===== config.mk =====
export PLATFORM = sky130hd
export DESIGN_NAME = dispatch_router
export DESIGN_NICKNAME = d
export VERILOG_FILES = /design/src/rtl/dispatch_router_pkg.sv /design/src/rtl/dispatch_slot_decode.sv /design/src/rtl/dispatch_chain.sv /design/src/rtl/dispatch_router.sv
export SDC_FILE = /design/constraint.sdc
export NUM_CORES = 1
export LEC_CHECK = 0
export BUFFER_PORTS_ARGS = -buffer_cell sky130_fd_sc_hd__buf_2
export CORE_ASPECT_RATIO = 1.4
export CORE_MARGIN = 4
export CORE_UTILIZATION = 35
export CTS_CLUSTER_SIZE = 25
export DETAILED_ROUTE_END_ITERATION = 8
export SLEW_MARGIN = 20
export SYNTH_ARGS = -nofsm -noshare
export SYNTH_HDL_FRONTEND = slang
export SYNTH_SLANG_ARGS = --single-unit

===== constraint.sdc =====
create_clock -name clk -period 16.7 [get_ports clk]
set_input_delay 5.01 -clock clk [delete_from_list [all_inputs] [get_ports clk]]
set_output_delay 5.01 -clock clk [all_outputs]
set_load 0.005 [all_outputs]

===== src/rtl/dispatch_router_pkg.sv =====
package dispatch_router_pkg;

    localparam int FLAG_W   = 8;
    localparam int F_SQUASH = 0;
    localparam int F_LOAD   = 1;
    localparam int F_STORE  = 2;
    localparam int F_ATOMIC = 3;
    localparam int F_SCOND  = 4;
    localparam int F_BARR   = 5;
    localparam int F_NOP    = 6;
    localparam int F_NSPEC  = 7;

    typedef enum logic [1:0] {
        RT_NONE  = 2'd0,
        RT_PLAIN = 2'd1,
        RT_NSPEC = 2'd2,
        RT_BARR  = 2'd3
    } route_e;

    typedef struct packed {
        logic   valid;
        logic   drop;
        logic   need_lq;
        logic   need_sq;
        route_e route;
        logic   ready;
        logic   nop;
        logic   lq_cr;
        logic   sq_cr;
    } slot_info_t;

endpackage


===== src/rtl/dispatch_slot_decode.sv =====
module dispatch_slot_decode
    import dispatch_router_pkg::*;
(
    input  logic              valid,
    input  logic [FLAG_W-1:0] flags,
    output slot_info_t        info
);

    always_comb begin
        info       = '0;
        info.route = RT_NONE;
        info.valid = valid;
        if (valid) begin
            if (flags[F_SQUASH]) begin
                info.drop  = 1'b1;
                info.lq_cr = flags[F_LOAD];
                info.sq_cr = flags[F_STORE] | flags[F_ATOMIC];
            end else if (flags[F_ATOMIC]) begin
                info.need_sq = 1'b1;
                info.sq_cr   = 1'b1;
                info.route   = RT_NSPEC;
                info.ready   = 1'b1;
            end else if (flags[F_LOAD]) begin
                info.need_lq = 1'b1;
                info.lq_cr   = 1'b1;
                info.route   = flags[F_NSPEC] ? RT_NSPEC : RT_PLAIN;
                info.ready   = flags[F_NSPEC];
            end else if (flags[F_STORE]) begin
                info.need_sq = 1'b1;
                info.sq_cr   = 1'b1;
                info.route   = (flags[F_SCOND] | flags[F_NSPEC]) ? RT_NSPEC : RT_PLAIN;
                info.ready   = flags[F_SCOND] | flags[F_NSPEC];
            end else if (flags[F_BARR]) begin
                info.route = RT_BARR;
                info.ready = 1'b1;
            end else if (flags[F_NOP]) begin
                info.nop   = 1'b1;
                info.ready = 1'b1;
            end else begin
                info.route = flags[F_NSPEC] ? RT_NSPEC : RT_PLAIN;
                info.ready = flags[F_NSPEC];
            end
        end
    end

endmodule


===== src/rtl/dispatch_chain.sv =====
module dispatch_chain
    import dispatch_router_pkg::*;
#(
    parameter int SLOTS = 4,
    parameter int CNT_W = 4
) (
    input  slot_info_t [SLOTS-1:0] info,
    input  logic [CNT_W-1:0]       iq_free,
    input  logic [CNT_W-1:0]       lq_free,
    input  logic [CNT_W-1:0]       sq_free,
    output logic [SLOTS-1:0]       take,
    output logic                   stall
);

    logic             alive;
    logic [CNT_W-1:0] iq_left;
    logic [CNT_W-1:0] lq_left;
    logic [CNT_W-1:0] sq_left;

    always_comb begin
        take    = '0;
        stall   = 1'b0;
        alive   = 1'b1;
        iq_left = iq_free;
        lq_left = lq_free;
        sq_left = sq_free;
        for (int i = 0; i < SLOTS; i++) begin
            if (alive) begin
                if (!info[i].valid) begin
                    alive = 1'b0;
                end else if (info[i].drop) begin
                    take[i] = 1'b1;
                end else if ((iq_left == '0) ||
                             (info[i].need_lq && lq_left == '0) ||
                             (info[i].need_sq && sq_left == '0)) begin
                    alive = 1'b0;
                    stall = 1'b1;
                end else begin
                    take[i] = 1'b1;
                    if (info[i].route != RT_NONE) iq_left = iq_left - CNT_W'(1);
                    if (info[i].need_lq)          lq_left = lq_left - CNT_W'(1);
                    if (info[i].need_sq)          sq_left = sq_left - CNT_W'(1);
                end
            end
        end
    end

endmodule


===== src/rtl/dispatch_router.sv =====
module dispatch_router
    import dispatch_router_pkg::*;
#(
    parameter int SLOTS = 4,
    parameter int CNT_W = 4,
    localparam int CW   = $clog2(SLOTS + 1)
) (
    input  logic                          clk,
    input  logic                          rst_n,
    input  logic [SLOTS-1:0]              slot_valid,
    input  logic [SLOTS-1:0][FLAG_W-1:0]  slot_flags,
    input  logic [CNT_W-1:0]              iq_free,
    input  logic [CNT_W-1:0]              lq_free,
    input  logic [CNT_W-1:0]              sq_free,
    input  logic                          unblock_in,
    output logic [SLOTS-1:0]              plain_mask,
    output logic [SLOTS-1:0]              nspec_mask,
    output logic [SLOTS-1:0]              barrier_mask,
    output logic [SLOTS-1:0]              lq_mask,
    output logic [SLOTS-1:0]              sq_mask,
    output logic [SLOTS-1:0]              ready_mask,
    output logic [SLOTS-1:0]              nop_mask,
    output logic [SLOTS-1:0]              drop_mask,
    output logic [CW-1:0]                 disp_count,
    output logic [CW-1:0]                 lq_credit,
    output logic [CW-1:0]                 sq_credit,
    output logic                          stall,
    output logic                          unblock_out
);

    typedef struct packed {
        logic [SLOTS-1:0] plain;
        logic [SLOTS-1:0] nspec;
        logic [SLOTS-1:0] barr;
        logic [SLOTS-1:0] lq;
        logic [SLOTS-1:0] sq;
        logic [SLOTS-1:0] rdy;
        logic [SLOTS-1:0] nop;
        logic [SLOTS-1:0] drop;
        logic [CW-1:0]    cnt;
        logic [CW-1:0]    lq_cr;
        logic [CW-1:0]    sq_cr;
        logic             stall;
        logic             unblk;
    } out_t;

    slot_info_t [SLOTS-1:0] info;
    logic [SLOTS-1:0]       take;
    logic                   chain_stall;
    out_t                   out_d;
    out_t                   out_q;

    for (genvar g = 0; g < SLOTS; g++) begin : g_slot
        dispatch_slot_decode u_dec (
            .valid (slot_valid[g]),
            .flags (slot_flags[g]),
            .info  (info[g])
        );
    end

    dispatch_chain #(
        .SLOTS (SLOTS),
        .CNT_W (CNT_W)
    ) u_chain (
        .info    (info),
        .iq_free (iq_free),
        .lq_free (lq_free),
        .sq_free (sq_free),
        .take    (take),
        .stall   (chain_stall)
    );

    always_comb begin
        out_d = '0;
        for (int i = 0; i < SLOTS; i++) begin
            if (take[i]) begin
                out_d.plain[i] = (info[i].route == RT_PLAIN);
                out_d.nspec[i] = (info[i].route == RT_NSPEC);
                out_d.barr[i]  = (info[i].route == RT_BARR);
                out_d.lq[i]    = info[i].need_lq;
                out_d.sq[i]    = info[i].need_sq;
                out_d.rdy[i]   = info[i].ready;
                out_d.nop[i]   = info[i].nop;
                out_d.drop[i]  = info[i].drop;
                out_d.cnt      = out_d.cnt + CW'(1);
                out_d.lq_cr    = out_d.lq_cr + CW'(info[i].lq_cr);
                out_d.sq_cr    = out_d.sq_cr + CW'(info[i].sq_cr);
            end
        end
        out_d.stall = chain_stall;
        out_d.unblk = unblock_in & ~chain_stall;
    end

    always_ff @(posedge clk) begin
        if (!rst_n) out_q <= '0;
        else        out_q <= out_d;
    end

    assign plain_mask   = out_q.plain;
    assign nspec_mask   = out_q.nspec;
    assign barrier_mask = out_q.barr;
    assign lq_mask      = out_q.lq;
    assign sq_mask      = out_q.sq;
    assign ready_mask   = out_q.rdy;
    assign nop_mask     = out_q.nop;
    assign drop_mask    = out_q.drop;
    assign disp_count   = out_q.cnt;
    assign lq_credit    = out_q.lq_cr;
    assign sq_credit    = out_q.sq_cr;
    assign stall        = out_q.stall;
    assign unblock_out  = out_q.unblk;

endmodule


* Yosys cells after proc, flatten, opt, wreduce, memory -nomap -nowiden
Cells that the tools add are included.
Word-level totals: register bits 43, input port bits 51, output and inout bits 43, word-level logic and storage cells 293
Cells by class: add/sub/neg operators 18, equality and inequality tests 12, mux-type cells 164, bitwise operators 19, reductions and logical operators 43
Operators by type and width (number):
- 4-bit 2-to-1 mux | 46
- 1-bit 2-to-1 mux | 74
- 9-bit 2-to-1 mux | 7
- 4-bit zero test | 12
- 2-bit 2-to-1 mux | 20
- 3-bit 2-to-1 mux | 12
- 4-bit by 1-bit subtractor with 4-bit output (second input constant) | 9
- 8-bit OR reduction | 4
- 6-bit 2-to-1 mux | 4
- 3-bit by 1-bit adder with 3-bit output | 6
- 2-bit == test (second input constant) | 8
- 4-bit OR reduction | 4
- 1-bit inverter | 10
- 3-bit by 1-bit adder with 3-bit output (second input constant) | 3
- 2-bit by 1-bit == test with 1-bit output (second input constant) | 4
- 1-bit logical AND | 8
- 1-bit logical OR | 8
- 1-bit OR | 8
- 2-bit AND reduction | 4
- 7-bit 2-to-1 mux | 1
- 2-bit nonzero test | 3
- 1-bit AND | 1

* Longest topological paths before layout
Gate-level depths: netlist of run 1.
depth in word-level cells 40, gate-level depth with buffers 29, depth with buffers taken out 27

* Hierarchy
From an unflattened synthesis of run 1, not the netlist that was laid out.
Second synthesis, totals: cells, all modules 536, area total of the unflattened synthesis 4244.1 um2
By module, submodules not included:
- dispatch_chain | instances 1, cells each 259, area each 1899.3 um2, sequential area each 0.0 um2
- dispatch_router | instances 1, cells each 161, area each 1654.1 um2, sequential area each 860.8 um2
- dispatch_slot_decode | instances 4, cells each 29, area each 172.7 um2, sequential area each 0.0 um2

* Worst setup path before layout of run 1
No wires, ideal clock.
path kind input port to flip-flop, start point input port iq_free[0], end point register out_q (netlist bit sq_credit[2]), setup time 0.115 ns, arrival 9.874 ns, required time 16.585 ns, path slack 6.711 ns, cell stages on the path 28, buffers on the path 2, path through inv_1 ha_1 or3b_1 nand2b_1 nor2_1 xnor2_1 ha_1 inv_1 nor2_1 o21ai_1 and3_1 buf_6 and3_4 xnor2_1 nor2_1 nor2_1 ha_1 nand2_1 nor2_1 and3b_1 a21boi_1 o211a_1 buf_2 mux2_2 ha_1 ha_1 and3_1 o21a_1
On the way: word-level cells in the longest chain between the ends 31, elaborated cells on any way between the ends 93, classes of those cells 10 x add/sub; 59 x mux; 24 x reduce/logical
RTL lines:
- from (decl) | RTL line dispatch_router.sv:12 | input logic [CNT_W-1:0] iq_free,
- parallel branches: the longest is 30 deep, another holds 4-bit by 1-bit subtractor with 4-bit output
- 9-bit 2-to-1 mux (*) | RTL line dispatch_router.sv:76 | if (take[i]) begin
- to (signal assigned) | RTL line dispatch_router.sv:96 | else out_q <= out_d;
- to (decl) | RTL line dispatch_router.sv:51 | out_t out_q;
Mark *: on every way between the ends. A chain may end at the register's enable or synchronous reset.

* Final worst setup path of run 1
start point input port iq_free[0], end point register out_q (netlist bit lq_credit[2])
Same word-level chain as after synthesis.

==> out/qor.yml, run 1 <==
sta:
  fin_crit_ps: 10540
  hold_viol_final: 0
  slew_headroom_pct: 60.1
  fin_tns_setup_ps: 0
  fin_crit_sh_pct: 63.1
  tightest_slew_ps: 594
  finalMaxSlewViolations: 0
  hold_ws_ps: 4960
  fmax_ghz: 0.0949
  grt_setup_unrepaired: "false"
  setup_viol: 0
synth:
  postSynthCellCount: 489
  synth_largest_area_cell: "dfxtp_1"
  syn_avg_cell_area_sq_um: 7.80
  synth_edf_count: 0
  syn_area_sq_um: 3820
  ys.flop_type: "dfxtp_1"
  postSynth.asyncResetShare_pct: 0
  yosys-top-cells-area: "dfxtp_1 (23%), ha_1 (8.2%), nor2_1 (5.1%), nand2_1 (4.3%), a21oi_1 (3.9%)"
  synth_cell_type_count: 81
  yosys.area.top_type_share_pct: 22.6
  synth_fp_nets: 565
  synth-seq-area-share_pct: 22.6
  ys_ff_latch: 43
  ys_warn_count: 0
global_routing:
  grt_use_met1_pct: 19.7
  antenna_found_initial: 0
  grt_pass1_wl_um: 17500
  first_global_vias: 3765
  met2_usage_pct: 30.0
  grt_usage_pct: 17.0
  grt_overflow: 0
  use_met3_pct: 2.46
  top_usage_layer: "met2"
  grt_max_degree: 25
floorplan:
  die_area_sq_um: 12700
  floorplan.rows: 44
  initial_core_util_pct: 36.3
  fp.coreArea_sq_um: 10500
  dieHeight_um: 132
  io_pins: 94
  die_w_um: 96.3
detailed_routing:
  drc: 0
  routedWlPerCell_um: 15.6
  avgViaCountPerCell: 5.53
  drtIter0Drc: 204
  drt_wl_total_um: 11100
  dr.pass1.iters: 4
  drtAntennaViolNets: 0
  num_vias: 3934
power_and_ir_drop:
  power_uw: 280
  p_leak_uw: 0.00197
  p_per_area_nw_per_um2: 62.2
  vdd_ir_drop_max_uv: 34.5
clock_network:
  cts_tree: "yes"
  cts_max_level: 2
  cts_sinks: 43
  postCtsSetupBuffers: 0
  hold_buffers: 0
  cts_resized: 0
  cts-root-buf: "clkbuf_16"
  clockBufferDepth: 2
  cts_made_buffers: 5
  clk_pin_slew_worst_paths_ps: 60
final_layout:
  drive_gt1_share_pct: 25.0
  fin_cells: 711
  synthToLayoutAreaGrowth_pct: 17.9
  diodes: 0
  fin_nets: 648
hold_path:
  hold_path.class: "primary input to register"
run_status:
  status: "completed"
place:
  port_buffers: 93
  dpl.hpwl_um: 9250
  gp_congestion: 0.961
  dp.cells: 703
setup_path:
  crit_fanout: 9
  slowest_delay_ps: 490
  worstPathArrival_ps: 10720
  cp.buffers_inverters: 3
  critPathCaptureType: "register"
  path_class: "primary input to register"
  cp-start-kind: "primary input"
  cp_top_family: "simple AND/OR/NAND/NOR gates"
  crit_path_top_delay_cell: "or3b_1"
  crit_required_ps: 16880
flow_run:
  cap_violations: 0
layout by cell type (no fill, tap or decap), types with 3 or more instances in the layout:
cell	n
o22ai_1	6
nand2_1	44
xnor2_1	8
o21a_1	6
dfxtp_1	43
and2_1	6
o211a_1	4
buf_2	93
o211ai_1	3
nand4_1	7
o21ai_1	7
nand3_1	20
a211oi_1	3
nor2b_1	10
nor3_1	19
a31oi_1	5
a21oi_1	30
and3_1	14
nand2b_1	5
mux2i_1	3
nor3b_1	4
mux2_2	6
a21boi_0	4
ha_1	25
or2_2	6
clkbuf_16	5
nor2_1	52
o31ai_1	4
inv_1	26
nor4_1	9
xor2_1	8
or4_1	6
o21ai_0	21
Yosys cell counts, drive strengths merged (7+ instances only):
cell and number:
buf 10, xnor2 8, nand3 23, clkbuf 8
a21oi 31, nor3 20, and3 15, nor4 10
nand2 44, nor2 52, nor2b 10, dfxtp 43
ha 25, nand4 8, xor2 8, o22ai 7
inv 26, o21ai 30
final cells by class:
cell class	instances	area, sq um
fill	1087	6020
multi-input combinational	402	2750
clock inverter	3	23.8
clock buffer	5	125
timing repair buffer	94	473
inverter	26	97.6
sequential	43	861
tap	138	173
flip-flops by register name, indices dropped and copies added (netlist names):
register      cells
sq_mask           4
nop_mask          4
plain_mask        4
unblock_out       1
drop_mask         4
nspec_mask        4
barrier_mask      4
lq_mask           4
lq_credit         3
disp_count        3
sq_credit         3
stall             1
ready_mask        4
final timing paths:
kind	cells after the start	end	start	slack [ps]
max	27	lq_credit[2]	iq_free[0]	6160
min	2	unblock_out	unblock_in	4960
per-stage QoR:
step	util (%)	area [sq um]	worst slack, ps
floorplan	-	3820	6710
global placement	41.4	4350	6120
detailed placement	41.4	4350	5930
CTS	42.8	4500	6210
global route	42.8	4500	5720
finish	42.8	4500	6160
where the power goes:
group / switching, uW / total, uW / internal (uW)
registers: 0.489 / 105 / 105
logic: 47.0 / 77.3 / 30.2
clock network: 41.5 / 97.3 / 55.9
per-layer routing:
metal,routed length [um],vias up
met3,647,29
li1,-,1950
met2,5620,123
met1,4430,1832
met4,430,0
met5,0,-
cells by family (layout without fill, tap and decap cells):
logic type | count (synthesis) | count (layout) | share of synthesized area, %
adder cells (fa/ha/maj) | 25 | 25 | 8.20
AO/OA/AOI/OAI | 123 | 123 | 23.0
multiplexers | 11 | 11 | 3.74
AND/OR/NAND/NOR | 227 | 227 | 33.3
flip-flops | 43 | 43 | 22.6
XOR/XNOR | 16 | 16 | 3.67
buffers and inverters | 44 | 128 | 5.48
No activity file was read; power rests on OpenSTA's default activity.
==> run 2, diff against run 1 <==
- ABC_AREA: unset -> 1
- clock period: 16.7 -> 11 ns (I/O delays scaled with it)
==> run 2 against run 1 <==
Compared with the run above: hold slack worse by 1700 ps; first-iteration DRC count fell by 23%; worst setup slack got worse by 2900 ps; synthesized area fell by 8.7%; critical path depth grew 5; clock power increased by 49%; cell count rose by 7.9%; largest cell class unchanged.
==> out/qor.yml, run 2 <==
sta:
  tightest_slew_ps: 461  # -133 ps
  fmax_ghz: 0.129
  fin_crit_sh_pct: 70.7
  fin_crit_ps: 7780
  fin_tns_setup_ps: 0  # unchanged
  hold_viol_final: 0  # unchanged
  slew_headroom_pct: 69.0  # +8.9 points
  setup_viol: 0  # unchanged
  finalMaxSlewViolations: 0  # unchanged
  fin_ws_ps: 3220  # -2940 ps
  hold_ws_ps: 3230  # -1730 ps
  grt_setup_unrepaired: "false"
detailed_routing:
  drc: 0  # unchanged
  top_layer: "met4"
  wl_met1_um: 3910  # -12%
  num_vias: 3659  # -7.0%
  drtAntennaViolNets: 0  # unchanged
  dr_wl_met3_um: 381  # -41%
  drtIter0Drc: 157  # -23%
  wl_met2_um: 4800  # -15%
  avgViaCountPerCell: 4.77  # -14%
  drt_wl_total_um: 9460  # -15%
  dr.pass1.iters: 4  # unchanged
  routedWlPerCell_um: 12.3  # -21%
synth:
  synth_fp_nets: 614  # +8.7%
  ys_ff_latch: 43  # unchanged
  synth-simple-area-share_pct: 43.6  # +10 points
  synth-seq-area-share_pct: 24.7  # +2.1 points
  ys_warn_count: 0  # unchanged
  synth_top_family_by_area: "simple AND/OR/NAND/NOR gates"
  synth_fa_ha_area_share_pct: 8.98  # +0.78 points
  postSynthCellCount: 538  # +10%
  synth_cell_type_count: 40  # -51%
  syn_avg_cell_area_sq_um: 6.48  # -17%
  yosys.area.top_type_share_pct: 24.7  # +2.1 points
  syn_area_sq_um: 3480  # -8.7%
  synth_largest_area_cell: "dfxtp_1"
  synth-compound-area-share_pct: 9.30  # -14 points
  ys.flop_type: "dfxtp_1"
  postSynth.asyncResetShare_pct: 0  # unchanged
  synth.most_common_cell: "nand2_1"
  synthMuxAreaShare_pct: 0  # -3.7 points
  yosys-top-cells-area: "dfxtp_1 (25%), nand2_1 (15%), ha_1 (9.0%), inv_1 (8.6%), nor2_1 (7.5%)"
  synth_edf_count: 0  # unchanged
  synth_xor_area_share_pct: 3.23  # -0.44 points
  ys_top_cells_by_count: "nand2_1 (141), inv_1 (80), nor2_1 (70)"
clock_network:
  postCtsSetupBuffers: 0  # unchanged
  cts_resized: 0  # unchanged
  hold_buffers: 0  # unchanged
  cts_sinks: 43  # unchanged
  cts_made_buffers: 5  # unchanged
  clockBufferDepth: 2  # unchanged
  cts_max_level: 2  # unchanged
  cts_tree: "yes"
  cts-root-buf: "clkbuf_16"
  clk_pin_slew_worst_paths_ps: 60  # about the same
setup_path:
  critPathCaptureType: "register"
  crit_fanout: 13  # +4
  worstPathArrival_ps: 7980  # -2740 ps
  cp-endpoint: "sq_credit[2]"
  critPathMostFrequentCell: "ha_1"
  cp-start-kind: "primary input"
  crit_path_top_delay_cell: "or3_1"
  path_class: "primary input to register"
  cp-startpoint: "sq_free[0]"
  slowest_delay_ps: 340  # -150 ps
  crit_required_ps: 11200  # -5680 ps
floorplan:
  die_area_sq_um: 11600  # -8.1%
  floorplan.rows: 42  # -4.5%
  fp.coreArea_sq_um: 9620  # -8.5%
  io_pins: 94  # unchanged
  dieHeight_um: 126  # -4.2%
  die_w_um: 92.3  # -4.1%
  initial_core_util_pct: 36.2  # -0.058 points
global_routing:
  grt_usage_pct: 16.1  # -0.92 points
  antenna_found_initial: 0  # unchanged
  first_global_vias: 3459  # -8.1%
  grt_pass1_wl_um: 15300  # -12%
  grt_overflow: 0  # unchanged
  grt_max_degree: 14  # -44%
place:
  port_buffers: 93  # unchanged
  pre_cts_slack_ps: 2980  # -2950 ps
  dpl.hpwl_um: 8120  # -12%
  gp_congestion: 0.932  # -3.0%
power_and_ir_drop:
  power_uw: 408  # +46%
  seq_power_share_pct: 39.0  # +1.4 points
  intPower_uw: 277  # +45%
  power.switching_uw: 131  # +47%
  vdd_ir_drop_max_uv: 50.6  # +47%
  comb_power_share_pct: 25.5  # -2.1 points
  clkPwrFrac_pct: 35.5  # +0.7 points
  swShare_pct: 32.1  # +0.33 points
  p_per_area_nw_per_um2: 96.6  # +55%
  p_leak_uw: 0.00229  # +16%
run_status:
  status: "completed"
final_layout:
  final_cell_mix: "nand2_1 (141), buf_2 (93), inv_1 (80)"
  utilization_pct: 44.0  # +1.2 points
  diodes: 0  # unchanged
  fin_nets: 711  # +9.7%
  synthToLayoutAreaGrowth_pct: 21.3
  drive_gt1_share_pct: 23.3  # -1.6 points
  fillers: 1029  # -5.3%
  final_common_cell: "nand2_1"
flow_run:
  cap_violations: 0  # unchanged
hold_path:
  hold_path.class: "primary input to register"
==> run 2: changes by cell type after synthesis, moves of 11 or more <==
cell     change
a21oi_1     -17
nor2_2      +12
and3_1      -14
inv_1       +54
nor2_1      +18
nand2_1     +97
nand3_1     +11
==> run 2: through the flow <==
stage                     instance area, sq um  instances
after floorplan                           3480        538
after global placement                    4090        760
after detailed placement                  4090        760
after CTS                                 4230        767
after global routing                      4230        767
final                                     4230        767
==> run 2: how the worst min path moves through the flow <==
stage | to | depth (start not counted) | startpoint | slack (ps)
final | nop_mask[1] | 2 | slot_flags[8] | 3230
after floorplan | nop_mask[1] | 1 | slot_flags[8] | 3380
after global routing | nop_mask[1] | 2 | slot_flags[8] | 3250
after CTS | nop_mask[1] | 2 | slot_flags[8] | 3230
after detailed placement | nop_mask[1] | 2 | slot_flags[8] | 3540
after global placement | nop_mask[1] | 2 | slot_flags[8] | 3540
==> run 2: layout make-up <==
cell class              instances  area, sq um  area share (%)
multi-input cells             405         2270            53.7
inverters                      87          329            7.78
well taps                     132          165            3.91
clock buffers                   5          125            2.96
flip-flops and latches         43          861            20.4
repair buffers                 93          465            11.0
clock inverters                 2         13.8           0.326
==> run 2: cells by family (layout without fill, tap and decap cells) <==
kind of cell | after synthesis | after routing
buf+inv | 90 | 187
flops | 43 | 43
compound gates | 54 | 54
fa+ha+maj | 25 | 25
simple gates | 314 | 314
xor+xnor | 12 | 12
==> run 2: power by group through the flow <==
stage	logic [uW]	clock network [uW]	registers [uW]
global placement	102	0	163
detailed placement	104	0	163
CTS	105	150	159
floorplan	70.1	0	163
finish	104	145	159
global route	119	156	159
==> run 2: layer usage <==
layer / track usage, % / vias to the layer above
li1: - / 1908
met2: 29.9 / 86
met5: 0 / -
met3: 2.33 / 26
met1: 17.6 / 1639
met4: 7.61 / 0
==> run 2: critical path, delay by kind of cell <==
family	cells	cell delay [ps]
AND/OR/NAND/NOR	17	2170
adder cells (fa/ha/maj)	5	990
XOR/XNOR	2	410
AO/OA/AOI/OAI	3	650
buffers and inverters	5	430
